==> src/rtl/rng_pool_pkg.sv <==
package rng_pool_pkg;

    typedef enum logic [1:0] {
        ST_IDLE = 2'd0,
        ST_FILL = 2'd1,
        ST_FULL = 2'd2
    } pool_st_e;

endpackage

==> src/rtl/rng_pool_lfsr.sv <==
module rng_pool_lfsr #(
    parameter int                 LFSR_W = 32,
    parameter logic [LFSR_W-1:0]  SEED   = 32'h0000_0001,
    parameter logic [LFSR_W-1:0]  TAPS   = 32'h8020_0003
) (
    input  logic clk,
    input  logic rst_n,
    input  logic step_i,
    output logic bit_o
);

    logic [LFSR_W-1:0] lfsr_q;
    logic              fb;

    // feedback bit is the parity of the tapped positions
    always_comb begin
        fb = ^(lfsr_q & TAPS);
    end

    assign bit_o = fb;

    always_ff @(posedge clk or negedge rst_n) begin
        if (!rst_n) begin
            lfsr_q <= SEED;
        end else if (step_i) begin
            lfsr_q <= {lfsr_q[LFSR_W-2:0], fb};
        end
    end

endmodule

==> src/rtl/rng_pool_store.sv <==
module rng_pool_store #(
    parameter int POOL_BITS = 128,
    parameter int WORD_W    = 32,
    parameter int CNT_W     = 8
) (
    input  logic              clk,
    input  logic              rst_n,
    input  logic              flush_i,
    input  logic              pop_i,
    input  logic              push_i,
    input  logic              bit_i,
    input  logic [CNT_W-1:0]  count_i,
    output logic [WORD_W-1:0] word_o
);

    localparam int IDX_W = (POOL_BITS > 1) ? $clog2(POOL_BITS) : 1;
    localparam logic [CNT_W-1:0] WORD_C = CNT_W'(WORD_W);

    logic [POOL_BITS-1:0] pool_q;
    logic [POOL_BITS-1:0] pool_n;
    logic [CNT_W-1:0]     wr_pos;
    logic [IDX_W-1:0]     wr_idx;

    // new bit lands just above the bits that survive this cycle
    always_comb begin
        wr_pos = pop_i ? (count_i - WORD_C) : count_i;
        wr_idx = wr_pos[IDX_W-1:0];
    end

    always_comb begin
        pool_n = pop_i ? (pool_q >> WORD_W) : pool_q;
        if (push_i) begin
            pool_n[wr_idx] = bit_i;
        end
        if (flush_i) begin
            pool_n = '0;
        end
    end

    always_ff @(posedge clk or negedge rst_n) begin
        if (!rst_n) begin
            pool_q <= '0;
        end else begin
            pool_q <= pool_n;
        end
    end

    // oldest bits sit at the low end
    genvar gi;
    generate
        for (gi = 0; gi < WORD_W; gi++) begin : g_word
            assign word_o[gi] = pool_q[gi];
        end
    endgenerate

endmodule

==> src/rtl/rng_pool_ctrl.sv <==
module rng_pool_ctrl
    import rng_pool_pkg::*;
#(
    parameter int POOL_BITS = 128,
    parameter int WORD_W    = 32,
    parameter int CNT_W     = 8
) (
    input  logic             clk,
    input  logic             rst_n,
    input  logic             enable_i,
    input  logic             rd_req_i,
    input  logic             err_clr_i,
    output logic             gen_o,
    output logic             pop_o,
    output logic             under_o,
    output logic [CNT_W-1:0] count_o,
    output logic             err_o,
    output logic             alert_o,
    output pool_st_e         st_o
);

    localparam logic [CNT_W:0] POOL_L = (CNT_W+1)'(POOL_BITS);
    localparam logic [CNT_W:0] WORD_L = (CNT_W+1)'(WORD_W);

    pool_st_e         st_q, st_n;
    logic [CNT_W-1:0] cnt_q, cnt_n;
    logic             err_q, err_n;
    logic             alert_q, alert_n;
    logic [CNT_W:0]   cnt_ext;

    // output process: decisions taken in the current state
    always_comb begin
        pop_o   = rd_req_i && enable_i && ({1'b0, cnt_q} >= WORD_L);
        under_o = rd_req_i && !pop_o;
        unique case (st_q)
            ST_IDLE: gen_o = 1'b0;
            ST_FILL: gen_o = enable_i;
            ST_FULL: gen_o = 1'b0;
            default: gen_o = 1'b0;
        endcase
    end

    // next-count and next-state
    always_comb begin
        cnt_ext = {1'b0, cnt_q};
        if (pop_o) begin
            cnt_ext = cnt_ext - WORD_L;
        end
        if (gen_o) begin
            cnt_ext = cnt_ext + 1'b1;
        end
        cnt_n = enable_i ? cnt_ext[CNT_W-1:0] : '0;

        unique case (st_q)
            ST_IDLE: st_n = enable_i ? ST_FILL : ST_IDLE;
            ST_FILL: begin
                if (!enable_i) begin
                    st_n = ST_IDLE;
                end else if (cnt_ext == POOL_L) begin
                    st_n = ST_FULL;
                end else begin
                    st_n = ST_FILL;
                end
            end
            ST_FULL: begin
                if (!enable_i) begin
                    st_n = ST_IDLE;
                end else if (pop_o) begin
                    st_n = ST_FILL;
                end else begin
                    st_n = ST_FULL;
                end
            end
            default: st_n = ST_IDLE;
        endcase

        if (under_o) begin
            err_n = 1'b1;
        end else if (err_clr_i) begin
            err_n = 1'b0;
        end else begin
            err_n = err_q;
        end
        alert_n = under_o;
    end

    // state register process
    always_ff @(posedge clk or negedge rst_n) begin
        if (!rst_n) begin
            st_q    <= ST_IDLE;
            cnt_q   <= '0;
            err_q   <= 1'b0;
            alert_q <= 1'b0;
        end else begin
            st_q    <= st_n;
            cnt_q   <= cnt_n;
            err_q   <= err_n;
            alert_q <= alert_n;
        end
    end

    assign count_o = cnt_q;
    assign err_o   = err_q;
    assign alert_o = alert_q;
    assign st_o    = st_q;

endmodule

==> src/rtl/rng_pool_top.sv <==
module rng_pool_top
    import rng_pool_pkg::*;
#(
    parameter int                POOL_BITS = 128,
    parameter int                WORD_W    = 32,
    parameter int                LFSR_W    = 32,
    parameter logic [LFSR_W-1:0] SEED      = 32'h0000_0001,
    parameter logic [LFSR_W-1:0] TAPS      = 32'h8020_0003,
    localparam int               CNT_W     = $clog2(POOL_BITS + 1)
) (
    input  logic              clk,
    input  logic              rst_n,
    input  logic              enable_i,
    input  logic              rd_req_i,
    input  logic              err_clr_i,
    output logic [WORD_W-1:0] rd_data_o,
    output logic [CNT_W-1:0]  avail_o,
    output logic              err_irq_o,
    output logic              alert_o
);

    logic              gen_w;
    logic              pop_w;
    logic              under_w;
    logic              bit_w;
    logic [CNT_W-1:0]  cnt_w;
    logic [WORD_W-1:0] word_w;
    pool_st_e          st_w;

    rng_pool_ctrl #(
        .POOL_BITS(POOL_BITS),
        .WORD_W   (WORD_W),
        .CNT_W    (CNT_W)
    ) u_ctrl (
        .clk      (clk),
        .rst_n    (rst_n),
        .enable_i (enable_i),
        .rd_req_i (rd_req_i),
        .err_clr_i(err_clr_i),
        .gen_o    (gen_w),
        .pop_o    (pop_w),
        .under_o  (under_w),
        .count_o  (cnt_w),
        .err_o    (err_irq_o),
        .alert_o  (alert_o),
        .st_o     (st_w)
    );

    rng_pool_lfsr #(
        .LFSR_W(LFSR_W),
        .SEED  (SEED),
        .TAPS  (TAPS)
    ) u_lfsr (
        .clk   (clk),
        .rst_n (rst_n),
        .step_i(gen_w),
        .bit_o (bit_w)
    );

    rng_pool_store #(
        .POOL_BITS(POOL_BITS),
        .WORD_W   (WORD_W),
        .CNT_W    (CNT_W)
    ) u_store (
        .clk    (clk),
        .rst_n  (rst_n),
        .flush_i(!enable_i),
        .pop_i  (pop_w),
        .push_i (gen_w),
        .bit_i  (bit_w),
        .count_i(cnt_w),
        .word_o (word_w)
    );

    assign rd_data_o = pop_w ? word_w : '0;
    assign avail_o   = cnt_w;

endmodule

==> config.mk <==
export PLATFORM = sky130hd
export DESIGN_NAME = rng_pool_top
export DESIGN_NICKNAME = d
export VERILOG_FILES = /design/src/rtl/rng_pool_pkg.sv /design/src/rtl/rng_pool_lfsr.sv /design/src/rtl/rng_pool_store.sv /design/src/rtl/rng_pool_ctrl.sv /design/src/rtl/rng_pool_top.sv
export SDC_FILE = /design/constraint.sdc
export NUM_CORES = 1
export LEC_CHECK = 0
export BUFFER_PORTS_ARGS = -buffer_cell sky130_fd_sc_hd__buf_2
export CORE_MARGIN = 1
export CORE_UTILIZATION = 30
export DETAILED_ROUTE_END_ITERATION = 8
export SKIP_CTS_REPAIR_TIMING = 1
export SYNTH_ARGS = -nofsm -noshare
export SYNTH_HDL_FRONTEND = slang
export SYNTH_SLANG_ARGS = --single-unit
export TNS_END_PERCENT = 20
==> constraint.sdc <==
create_clock -name clk -period 3.8 [get_ports clk]
set_input_delay 0.76 -clock clk [delete_from_list [all_inputs] [get_ports clk]]
set_output_delay 0.76 -clock clk [all_outputs]
set_load 0.005 [all_outputs]
-- Word level (Yosys, flattened, before mapping)
Index checks and enable logic that the tools add are counted.
- output and inout bits: 42
- word-level logic and storage cells: 43
- flip-flop bits (word level): 172
- input bits: 5
- order comparisons: 3
- add/subtract/negate cells: 3
- multiplexer cells: 20
- reductions and logical operators: 8
- eq/ne operators: 3
- operators by type and width (operator ; count):
    two-way mux 128 bit ; 3
    bitwise mux 128 bit ; 1
    two-way mux 32 bit ; 1
    XOR reduction 32 bit ; 1
    two-way mux 9 bit ; 2
    adder 9 x 1 -> 9 bit, second input constant ; 1
    equality test 9 x 8 -> 1 bit, second input constant ; 1
    subtractor 8 x 6 -> 9 bit, second input constant ; 1
    greater-or-equal comparator 8 x 6 -> 1 bit, second input constant ; 1
    < comparator 7 x 8 -> 1 bit, second input constant ; 1
    two-way mux 2 bit ; 4
    two-way mux 8 bit ; 1
    demux 1 bit (select 7 bit) ; 1
    greater-or-equal comparator 7 x 1 -> 1 bit, second input constant ; 1
    two-way mux 7 bit ; 1
    subtractor 7 x 6 -> 7 bit, second input constant ; 1
    one-hot mux 2 bit (3 select lines) ; 1
    two-way mux 1 bit ; 5
    logical AND 1 bit ; 4
    equality test 2 x 1 -> 1 bit, second input constant ; 1
    equality test 2 bit, second input constant ; 1
    zero test 2 bit ; 1
    nonzero test 2 bit ; 1
    zero test 1 bit ; 1

-- Depth between registers and ports, before layout
Gate-level depths: netlist of the first run.
- word-level depth: 10
- depth in mapped cells: 14
- mapped depth without buffers: 10

-- By module
Synthesis of the first run repeated with hierarchy kept, for this count alone.
- cell total of the unflattened synthesis: 959
- area, all modules: 10364.9 um2
- by module, submodules not included (module ; instances ; cells each ; area each (um2)):
    rng_pool_store ; 1 ; 753 ; 7975.1
    rng_pool_lfsr ; 1 ; 74 ; 1238.7
    rng_pool_ctrl ; 1 ; 96 ; 892.1
    rng_pool_top ; 1 ; 36 ; 259.0

-- Least setup slack after synthesis of the first run
No wires, ideal clock.
- path kind: flip-flop to output port
- start point: register u_ctrl.cnt_q[5] (netlist: u_ctrl.count_o[5])
- end point: output port rd_data_o[22]
- cell stages (with the launch flop): 12
- data arrival time: 2.361 ns
- slack: 0.679 ns
- cells stage by stage: dfrtp_1 > clkbuf_1 > inv_1 > ha_1 > ha_1 > inv_1 > a31oi_1 > nor2_1 > buf_2 > clkbuf_1 > clkbuf_1 > and2_1
- cells in the longest elaborated chain, start to end: 3
- RTL lines (item ; line ; text):
    from (decl) ; rng_pool_ctrl.sv:26 ; logic [CNT_W-1:0] cnt_q, cnt_n;
    from (signal assigned) ; rng_pool_ctrl.sv:96 ; cnt_q <= cnt_n;
    greater-or-equal comparator 8 x 6 -> 1 bit ; rng_pool_ctrl.sv:33 ; pop_o = rd_req_i && enable_i && ({1'b0, cnt_q} >= WORD_L);
    logical AND 1 bit ; rng_pool_ctrl.sv:33 ;
    two-way mux 32 bit ; rng_pool_top.sv:75 ; assign rd_data_o = pop_w ? word_w : '0;
    to (decl) ; rng_pool_top.sv:16 ; output logic [WORD_W-1:0] rd_data_o,
Every way passes these cells.

-- Final worst setup path of the first run
- start point: register u_ctrl.cnt_q[5] (netlist: u_ctrl.count_o[5])
- end point: output port rd_data_o[7]
Same word-level chain as after synthesis.

==> key figures, run 1 <==
Detailed routing
  – Antenna viol nets, final: 0
  – Average routed wire per standard cell: 17.3 um
  – Drt initial violations: 942
  – Total length of routed wires: 25.5 mm
  – DRC violations left: 0
  – Average via count per standard cell: 5.40
  – Number of search-and-repair iterations in the first detailed-routing pass: 5
  – Via total after detailed routing: 7941

Logic synthesis
  – Main combinational cell family by area after synthesis: simple AND/OR/NAND/NOR gates
  – Predominant post-synthesis flop cell: dfrtp_1
  – Proportion of synthesized area in mux cells: 4.33%
  – Synthesized-area fraction occupied by ao, oa, aoi and oai cells: 18.4%
  – Area share of xor/xnor cells in the synthesized design: 0.941%
  – Number of unique standard cell types used by synthesis: 52
  – Number of instances in the synthesized netlist: 1061
  – Register area share after synthesis: 46.3%
  – Adder-cell share of the synthesized area: 0.538%
  – Post-Syn Area: 0.00931 sq mm
  – Number of warnings printed during yosys synthesis: 0
  – Number of synthesized flops with an enable pin: 0
  – Syn Nets: 1070
  – Synth Area in Simple Gates: 25.2%
  – Fraction of registers with async set or reset after synthesis: 100%
  – Avg Cell Area, Syn: 8.77 sq um
  – Number of synthesized register bits: 172

Floorplanning
  – Core region area: 0.0306 sq mm
  – Initial standard-cell utilization of the core: 30.4%
  – # rows: 64
  – Die span in x: 178 um
  – Die outline area: 0.0317 sq mm
  – I/O Pins: 47
  – Die H: 178 um

Global route
  – Overflow left after global routing: 0
  – Antenna violations before repair: 0
  – Number of global-route vias before repair: 7464
  – Wire length of the first global-routing pass: 41.0 mm
  – Maximum number of pins on one net before global-route repair: 82
  – Total routing usage reported by global routing: 16.4%

Placed design
  – Port-buffer cells: 46
  – Post-placement worst setup slack: 0.616 ns
  – Placed wire-length estimate after detailed placement: 15.3 mm
  – Gp weighted congestion: 0.795

CTS
  – Clock latency on the worst-skew pair: 0.44 ns
  – H-tree lvl count: 4
  – Clock tree from TritonCTS: done
  – Root buffer cell: clkbuf_16
  – Number of clock buffers inserted by TritonCTS: 17
  – Number of buffers on the longest clock path: 2
  – Clock transition at the register clock pins on the worst setup and hold paths after CTS: 0.08 ns
  – Clock sink count: 172

Cells and area
  – Count of antenna diodes in the layout: 0
  – Total Nets Final: 1071
  – Share of final-layout standard cells stronger than drive strength 1: 11.6%
  – Layout Area Growth over Synthesis: 13.5%
  – Commonest cells after routing, fill and taps aside: nand2_1, dfrtp_1, nand3_1
  – Filler Cells Inserted: 3201
  – Most common library cell in the layout ignoring fill and taps: nand2_1

Critical path
  – Highest net fanout along the worst path: 72
  – Reg-to-reg critical path endpoint: u_store.pool_q[46]
  – Startpoint class of the critical path: register
  – Nature of the critical path endpoint: output pin
  – Type of the worst setup path: register to output pin
  – Highest-delay cell along the critical path: dfrtp_1
  – Arrival time of the worst setup path: 2.74 ns
  – Crit path launch: u_ctrl.count_o[5]
  – Worst reg2reg startpoint: u_ctrl.count_o[5]
  – Worst path cell trace: inv_1 > ha_1 > ha_1 > inv_1 > a31oi_1 > nor2_4 > buf_12 > and2_1 > buf_2
  – Required arrival time at the worst endpoint: 3.04 ns
  – Stage delay of the slowest cell on the critical path: 0.69 ns
  – Worst reg-to-reg setup slack: 0.53 ns
  – Worst reg2reg path depth: 10
  – Critical path capture point: rd_data_o[7]

Timing
  – Max transition margin: 10.0%
  – Setup tns final: 0 ns
  – Worst Tran Pin Value: 1.34 ns
  – Post-Route Skew: 0.0154 ns
  – Final WS setup: 0.305 ns
  – Count of endpoints failing hold in the final timing report: 0
  – Final setup viols: 0
  – Max Transition Viols Final: 0
  – Achievable clock frequency: 286 MHz
  – Final worst path period need: 3.50 ns
  – Unrepaired setup endpoints after global routing: no
  – Period utilisation layout: 92.0%

Run status
  – Run status: complete, no violations

Job
  – Max-cap viol count: 0

Pwr
  – Post-route total power: 5080 uW
  – Worst-case vdd ir drop: 0.379 mV
  – Leakage power total: 0.00515 uW
  – Areal power density over the cells: 481 mW/mm^2

Worst hold path
  – Worst hold-check path type: input pin to async pin
==> power breakdown <==
group,internal [uW],leakage [uW],total (uW),switching (uW)
Clock,856,0.000265,1660,808
Combinational,419,0.00249,1500,1080
Sequential,1860,0.00239,1920,59.5
==> sequential cells by signal, indices dropped and copies added, names as in the netlist <==
signal,flops
u_store.pool_q,128
u_ctrl.err_o,1
u_ctrl.alert_o,1
u_lfsr.lfsr_q,32
u_ctrl.count_o,8
u_ctrl.st_o,2
==> cell usage after synthesis, types with 3 or more instances <==
library cell  number  share of area [%]
a21boi_0           5               0.40
a21oi_1           40                2.2
a22o_1             3               0.28
a311oi_1           5               0.47
a31oi_1            3               0.20
and2_1            38                2.6
and3_1            20                1.3
buf_1              5               0.20
buf_2             16               0.86
clkbuf_1          73                2.9
dfrtp_1          171                 46
ha_1               4               0.54
inv_1              8               0.32
mux2i_1           38                4.1
nand2_1          270                 11
nand2b_1           5               0.34
nand3_1           93                5.0
nand3b_1          13                1.0
nor2_1            31                1.3
nor2b_1            4               0.27
nor3_1             6               0.32
nor4_1             5               0.34
o211a_1           29                3.1
o211ai_1          30                2.4
o21ai_0           42                2.3
o311a_1           40                4.3
o311ai_0          13                1.2
or2_2              3               0.20
or3_1             10               0.67
xnor2_1            5               0.47
xor2_1             5               0.47
==> worst min path at each step <==
| stage | slack, ns | end | cells after the start | from |
|---|---|---|---|---|
| floorplan | 0.44 | u_lfsr.lfsr_q[10] | 2 | u_lfsr.lfsr_q[9] |
| global placement | 0.45 | u_lfsr.lfsr_q[16] | 2 | u_lfsr.lfsr_q[15] |
| detailed placement | 0.45 | u_lfsr.lfsr_q[4] | 2 | u_lfsr.lfsr_q[3] |
| CTS | 0.31 | u_store.pool_q[12] | 1 | rst_n |
| global route | 0.32 | u_store.pool_q[11] | 1 | rst_n |
| finish | 0.30 | u_store.pool_q[11] | 1 | rst_n |
==> kinds of logic (layout without fill, tap and decap cells) <==
kind of cell    after synthesis  in the layout
simple gates                508            508
compound gates              225            225
flops                       172            172
buf+inv                     103            117
mux                          39             39
xor+xnor                     10             10
fa+ha+maj                     4              4
==> cell type report <==
class | instances | area, sq um | area share [%]
multi-input cells | 786 | 4660 | 44.1
flip-flops and latches | 172 | 4310 | 40.8
repair buffers | 77 | 534 | 5.06
well taps | 396 | 495 | 4.69
clock buffers | 19 | 433 | 4.10
clock inverters | 13 | 110 | 1.04
inverters | 8 | 30.0 | 0.284
==> per-stage QoR <==
step	util [%]	hold WS (ns)	instance area, sq um	cells
6_report	34.5	0.296	10600	1471
5_1_grt	34.5	0.322	10600	1471
4_1_cts	34.5	0.311	10600	1471
3_5_place_dp	32.8	0.453	10000	1439
3_3_place_gp	32.8	0.446	10000	1439
2_1_floorplan	-	0.439	9310	1061
==> routing by layer <==
metal / vias up / wire, um / global-route usage, %
met3: 30 / 1500 / 3.75
met2: 242 / 11800 / 25.4
met5: - / 0 / 0
met4: 0 / 376 / 4.88
li1: 3764 / - / -
met1: 3905 / 11800 / 22.6
==> worst max-delay path, delay by kind of cell, from the launching register on <==
| family | cells | cell delay [ns] |
|---|---|---|
| adders and majority gates | 2 | 0.45 |
| DFF | 1 | 0.69 |
| buffers and inverters | 4 | 0.63 |
| AOI/OAI and AO/OA | 1 | 0.10 |
| and+or+nand+nor | 2 | 0.36 |
Note: power is estimated with default switching activity, not from simulation.
==> inputs of run 2 (changes only) <==
--- a/config.mk
+++ b/config.mk
@@ -5,6 +5,7 @@
 export SDC_FILE = /design/constraint.sdc
 export NUM_CORES = 1
 export LEC_CHECK = 0
+export ABC_AREA = 1
 export BUFFER_PORTS_ARGS = -buffer_cell sky130_fd_sc_hd__buf_2
 export CORE_MARGIN = 1
 export CORE_UTILIZATION = 30
==> key figures, run 2 <==
Run status
  – Run status: complete, no violations

CTS
  – Number of clock buffers inserted by TritonCTS: 17
  – H-tree lvl count: 4
  – Root buffer cell: clkbuf_16
  – Clock transition at the register clock pins on the worst setup and hold paths after CTS: 0.08 ns
  – Clock tree from TritonCTS: done
  – Number of buffers on the longest clock path: 2
  – Clock sink count: 172
  – Clock latency on the worst-skew pair: 0.44 ns

Placed design
  – Post-placement worst setup slack: 0.928 ns
  – Placed wire-length estimate after detailed placement: 16.2 mm
  – Port-buffer cells: 46
  – Gp weighted congestion: 0.814

Timing
  – Worst Tran Pin Value: 0.979 ns
  – Post-Route Skew: 0.0136 ns
  – Period utilisation layout: 82.8%
  – Max transition margin: 34.8%
  – Final setup viols: 0
  – Max Transition Viols Final: 0
  – WHS: 0.376 ns
  – Count of endpoints failing hold in the final timing report: 0
  – Achievable clock frequency: 318 MHz
  – Final WS setup: 0.652 ns
  – Unrepaired setup endpoints after global routing: no
  – Setup tns final: 0 ns
  – Final worst path period need: 3.15 ns

Cells and area
  – Most common library cell in the layout ignoring fill and taps: nor3_1
  – Total Nets Final: 1290
  – Layout Area Growth over Synthesis: 12.5%
  – Commonest cells after routing, fill and taps aside: nor3_1, nand2_1, dfrtp_1
  – Max FFs per register: 128
  – Multi-input combinational cell area: 0.00429 sq mm
  – Largest register by flop count: u_store.pool_q
  – Register Area: 0.00431 sq mm
  – Utilization after layout: 34.2%
  – Count of antenna diodes in the layout: 0
  – Share of final-layout standard cells stronger than drive strength 1: 12.9%
  – Filler Cells Inserted: 3266

Logic synthesis
  – Share of the synthesized area in the top cell type: 44.8%
  – Register area share after synthesis: 45.0%
  – Number of synthesized register bits: 172
  – Cell types occupying the most area after synthesis: dfrtp_1, nor3_1, nand2_1
  – Number of warnings printed during yosys synthesis: 0
  – Fraction of registers with async set or reset after synthesis: 100%
  – Avg Cell Area, Syn: 7.51 sq um
  – Syn Nets: 1282
  – Number of synthesized flops with an enable pin: 0
  – Predominant post-synthesis flop cell: dfrtp_1
  – Number of instances in the synthesized netlist: 1273
  – Post-Syn Area: 0.00956 sq mm
  – Cell accounting for the most synthesized area: dfrtp_1
  – List of most frequent post-synthesis cells: nor3_1, nand2_1, dfrtp_1, inv_1, a21oi_1
  – Most common cell in the netlist: nor3_1
  – Number of unique standard cell types used by synthesis: 32

Pwr
  – Relative contribution of sequential cells to total power: 41.0%
  – Leakage power total: 0.00442 uW
  – Share of total power in combinational logic: 23.0%
  – Switching power as a share of total power: 37.1%
  – Net switching power: 1790 uW
  – Cell Int Power: 3030 uW
  – Clk network pwr share: 36.0%
  – Areal power density over the cells: 448 mW/mm^2
  – Worst-case vdd ir drop: 0.305 mV

Floorplanning
  – Initial standard-cell utilization of the core: 30.4%
  – I/O Pins: 47
  – Die H: 181 um
  – # rows: 65
  – Core region area: 0.0315 sq mm
  – Die span in x: 181 um
  – Die outline area: 0.0326 sq mm

Detailed routing
  – Total length of routed wires: 27.2 mm
  – Number of search-and-repair iterations in the first detailed-routing pass: 5
  – DRC violations left: 0
  – Drt initial violations: 805
  – Via total after detailed routing: 8595
  – Average routed wire per standard cell: 16.1 um
  – Average via count per standard cell: 5.07
  – Antenna viol nets, final: 0

Global route
  – Maximum number of pins on one net before global-route repair: 98
  – Overflow left after global routing: 0
  – Wire length of the first global-routing pass: 44.5 mm
  – Total routing usage reported by global routing: 17.0%
  – Antenna violations before repair: 1
  – Number of global-route vias before repair: 8179

Job
  – Max-cap viol count: 0

Worst hold path
  – Worst hold-check path type: input pin to async pin

Critical path
  – Type of the worst setup path: register to output pin
  – Required arrival time at the worst endpoint: 3.04 ns
  – Nature of the critical path endpoint: output pin
  – Highest net fanout along the worst path: 65
  – Arrival time of the worst setup path: 2.39 ns
  – Startpoint class of the critical path: register
[run 2: cell count changes after synthesis, sizes merged, moves of 30 or more]
cell and delta:
mux2i -39, nand2 -31, nor3 +244, o311a -40
o211ai -30, and2 -38, nand3 -76, nor2 +82
clkbuf -33, a21oi +87, o21ai +57, inv +149
[run 2: logic make-up after synthesis]
| family | count (synthesis) | share of synthesized area (%) |
|---|---|---|
| and+or+nand+nor | 623 | 31.7 |
| buffers and inverters | 238 | 10.1 |
| AOI/OAI and AO/OA | 232 | 12.2 |
| DFF | 172 | 45.0 |
| xor gates and xnor gates | 4 | 0.366 |
| adders and majority gates | 4 | 0.523 |
[run 2: layout make-up]
cell class	instances	area share, %
Sequential cell	172	40.0
Multi-Input combinational cell	863	39.9
Inverter	159	5.58
Tap cell	402	4.67
Timing Repair Buffer	68	4.43
Clock buffer	18	3.99
Clock inverter	14	1.46
[run 2: worst max-delay path, stage by stage, from the launching register on]
cell and delay (ns):
dfrtp_1 0.48, inv_1 0.10, ha_1 0.18, nand2_1 0.06, nor2_1 0.05, nand2_2 0.11
nand2_4 0.08, nand2_4 0.35, buf_12 0.30, nor2_1 0.07, buf_2 0.13
[run 2: power groups by stage]
stage                     logic [uW]  clock network (uW)  registers (uW)
after floorplan                  762                   0            2000
after global placement          1090                   0            2010
after detailed placement        1100                   0            2010
after CTS                       1100                1770            1980
after global routing            1190                1830            1990
final                           1110                1740            1980
[run 2: final timing paths]
check,startpoint,slack (ns),to,depth (start not counted)
setup / recovery,u_ctrl.count_o[1],0.65,rd_data_o[14],10
hold / removal,rst_n,0.38,u_lfsr.lfsr_q[25],1
hold reg to reg,u_lfsr.lfsr_q[12],0.47,u_lfsr.lfsr_q[13],2
setup reg to reg,u_lfsr.lfsr_q[0],1.05,u_store.pool_q[16],6
max in group asynchronous,rst_n,2.52,u_store.pool_q[81],2
min in group clk,u_lfsr.lfsr_q[12],0.47,u_lfsr.lfsr_q[13],2
[run 2: per-stage QoR]
| step | std cells | total power (uW) | area (sq um) |
|---|---|---|---|
| 6_report | 1696 | 4820 | 10800 |
| 5_1_grt | 1696 | 5010 | 10800 |
| 4_1_cts | 1696 | 4850 | 10800 |
| 3_5_place_dp | 1664 | 3110 | 10200 |
| 3_3_place_gp | 1664 | 3100 | 10200 |
| 2_1_floorplan | 1273 | 2760 | 9560 |
[run 2: metal layers]
metal / part of all wire [%] / up-vias / global-route usage (%)
li1: - / 4188 / -
met1: 47 / 4083 / 23.7
met2: 45 / 273 / 26.5
met3: 5.0 / 49 / 2.73
met4: 2.6 / 2 / 6.15
met5: 0.048 / - / 0
==> inputs of run 3 (changes only) <==
==> constraint.sdc (replaced) <==
create_clock -name clk -period 2.83 [get_ports clk]
set_input_delay 0.566 -clock clk [delete_from_list [all_inputs] [get_ports clk]]
set_output_delay 0.566 -clock clk [all_outputs]
set_load 0.005 [all_outputs]
==> key figures, run 3 (synthesized netlist as in run 2, its figures left out) <==
Run status
  – Run status: complete, no violations

Placed design
  – Placed wire-length estimate after detailed placement: 16.7 mm
  – Gp weighted congestion: 0.814
  – Port-buffer cells: 46

Detailed routing
  – Via total after detailed routing: 8693
  – DRC violations left: 0
  – Average via count per standard cell: 5.09
  – Antenna viol nets, final: 0
  – Total length of routed wires: 27.8 mm
  – Average routed wire per standard cell: 16.3 um
  – Drt initial violations: 869
  – Number of search-and-repair iterations in the first detailed-routing pass: 5

CTS
  – Number of clock buffers inserted by TritonCTS: 17
  – H-tree lvl count: 4
  – Clock transition at the register clock pins on the worst setup and hold paths after CTS: 0.07 ns
  – Clock tree from TritonCTS: done
  – Number of buffers on the longest clock path: 2
  – Root buffer cell: clkbuf_16
  – Clock sink count: 172
  – Clock latency on the worst-skew pair: 0.45 ns

Critical path
  – Arrival time of the worst setup path: 2.13 ns
  – Type of the worst setup path: register to output pin
  – Worst path cell trace: inv_1 > ha_1 > ha_1 > nand2_4 > nand2_8 > buf_16 > nor2_1 > buf_2
  – Required arrival time at the worst endpoint: 2.26 ns
  – Highest net fanout along the worst path: 22
  – Worst reg-to-reg setup slack: 0.30 ns
  – Highest-delay cell along the critical path: dfrtp_1
  – Startpoint class of the critical path: register
  – Reg-to-reg critical path endpoint: u_store.pool_q[90]
  – Stage delay of the slowest cell on the critical path: 0.44 ns
  – Nature of the critical path endpoint: output pin
  – Most common cell on crit path: ha_1
  – CP delay by family, top: flip-flops
  – Worst reg2reg startpoint: u_ctrl.count_o[5]
  – Worst reg2reg path depth: 13
  – Buffering stage count on the worst path with inverters included: 3

Pwr
  – Worst-case vdd ir drop: 0.885 mV
  – Areal power density over the cells: 607 mW/mm^2
  – Post-route total power: 6640 uW
  – Leakage power total: 0.00450 uW

Global route
  – Number of global-route vias before repair: 8108
  – Wire length of the first global-routing pass: 44.8 mm
  – Overflow left after global routing: 0
  – Total routing usage reported by global routing: 17.2%
  – Antenna violations before repair: 0
  – Maximum number of pins on one net before global-route repair: 126

Cells and area
  – Layout Area Growth over Synthesis: 14.3%
  – Most common library cell in the layout ignoring fill and taps: nor3_1
  – Share of final-layout standard cells stronger than drive strength 1: 13.7%
  – Max FFs per register: 128
  – Commonest cells after routing, fill and taps aside: nor3_1, nand2_1, dfrtp_1
  – Count of antenna diodes in the layout: 0
  – Total Nets Final: 1302
  – Largest register by flop count: u_store.pool_q

Timing
  – Achievable clock frequency: 371 MHz
  – Final worst path period need: 2.69 ns
  – Period utilisation layout: 95.2%
  – Setup tns final: 0 ns
  – Unrepaired setup endpoints after global routing: no
  – Max Transition Viols Final: 0
  – Final setup viols: 0
  – Worst Tran Pin Value: 0.876 ns
  – Max transition margin: 41.6%
  – Post-Route Skew: 0.0135 ns
  – Count of endpoints failing hold in the final timing report: 0

Floorplanning
  – Die span in x: 181 um
  – # rows: 65
  – Die H: 181 um
  – I/O Pins: 47
  – Die outline area: 0.0326 sq mm
  – Initial standard-cell utilization of the core: 30.4%
  – Core region area: 0.0315 sq mm

Job
  – Max-cap viol count: 0

Worst hold path
  – Worst hold-check path type: input pin to async pin
[run 3: changes by cell type in the layout (fill, tap and decap cells not counted), moves of 3 or more]
cell / delta
buf_4: +9
clkinv_8: -4
inv_8: -3
bufinv_16: +3
inv_6: +3
[run 3: final cells by class]
cell class | instances | area (sq um)
Fill cell | 3289 | 20500
Clock inverter | 14 | 183
Sequential cell | 172 | 4310
Clock buffer | 18 | 429
Multi-Input combinational cell | 863 | 4300
Inverter | 159 | 601
Timing Repair Buffer | 80 | 612
Tap cell | 402 | 503
[run 3: metrics by stage]
stage               util, %  instance area [sq um]  cells  setup WS (ns)  hold WS, ns
finish                 34.7                  10900   1708          0.137        0.128
global route           34.7                  10900   1708         0.0152        0.161
CTS                    34.5                  10900   1703        0.00455        0.151
detailed placement     32.5                  10200   1671          0.300        0.454
global placement       32.5                  10200   1671          0.301        0.449
floorplan                 -                   9560   1273          0.482        0.270
[run 3: how the worst max path moves through the flow]
stage,start,endpoint,slack (ns),cells after the start
after floorplan,u_ctrl.count_o[5],rd_data_o[10],0.48,10
after global placement,u_ctrl.count_o[0],u_store.pool_q[94],0.30,14
after detailed placement,u_ctrl.count_o[0],u_store.pool_q[90],0.30,14
after CTS,u_ctrl.count_o[0],rd_data_o[22],0.005,10
after global routing,u_ctrl.count_o[1],rd_data_o[2],0.02,10
final,u_ctrl.count_o[5],rd_data_o[14],0.14,8
[run 3: worst reg2reg max path, cell delays in order, from the launching register on]
cell	delay [ns]
dfrtp_1	0.44
inv_1	0.14
ha_1	0.17
ha_1	0.19
nand2_4	0.10
nand2_8	0.15
buf_4	0.16
nand2_1	0.08
nand2_4	0.13
nand2_4	0.15
nor2_4	0.25
inv_1	0.20
nor3_1	0.17
nor3_1	0.07
[run 3: per-layer routing]
layer | routed length [um] | vias to the layer above | track usage [%]
met2 | 12400 | 309 | 25.7
li1 | - | 4202 | -
met1 | 13100 | 4132 | 24.3
met3 | 1490 | 50 | 3.07
met4 | 801 | 0 | 7.21
met5 | 0 | - | 0
[run 3: power by group]
part           internal [uW]  switching (uW)  total [uW]
sequential              2580            77.2        2660
clock                   1410            1090        2500
combinational            300            1180        1480
total                   4290            2350        6640
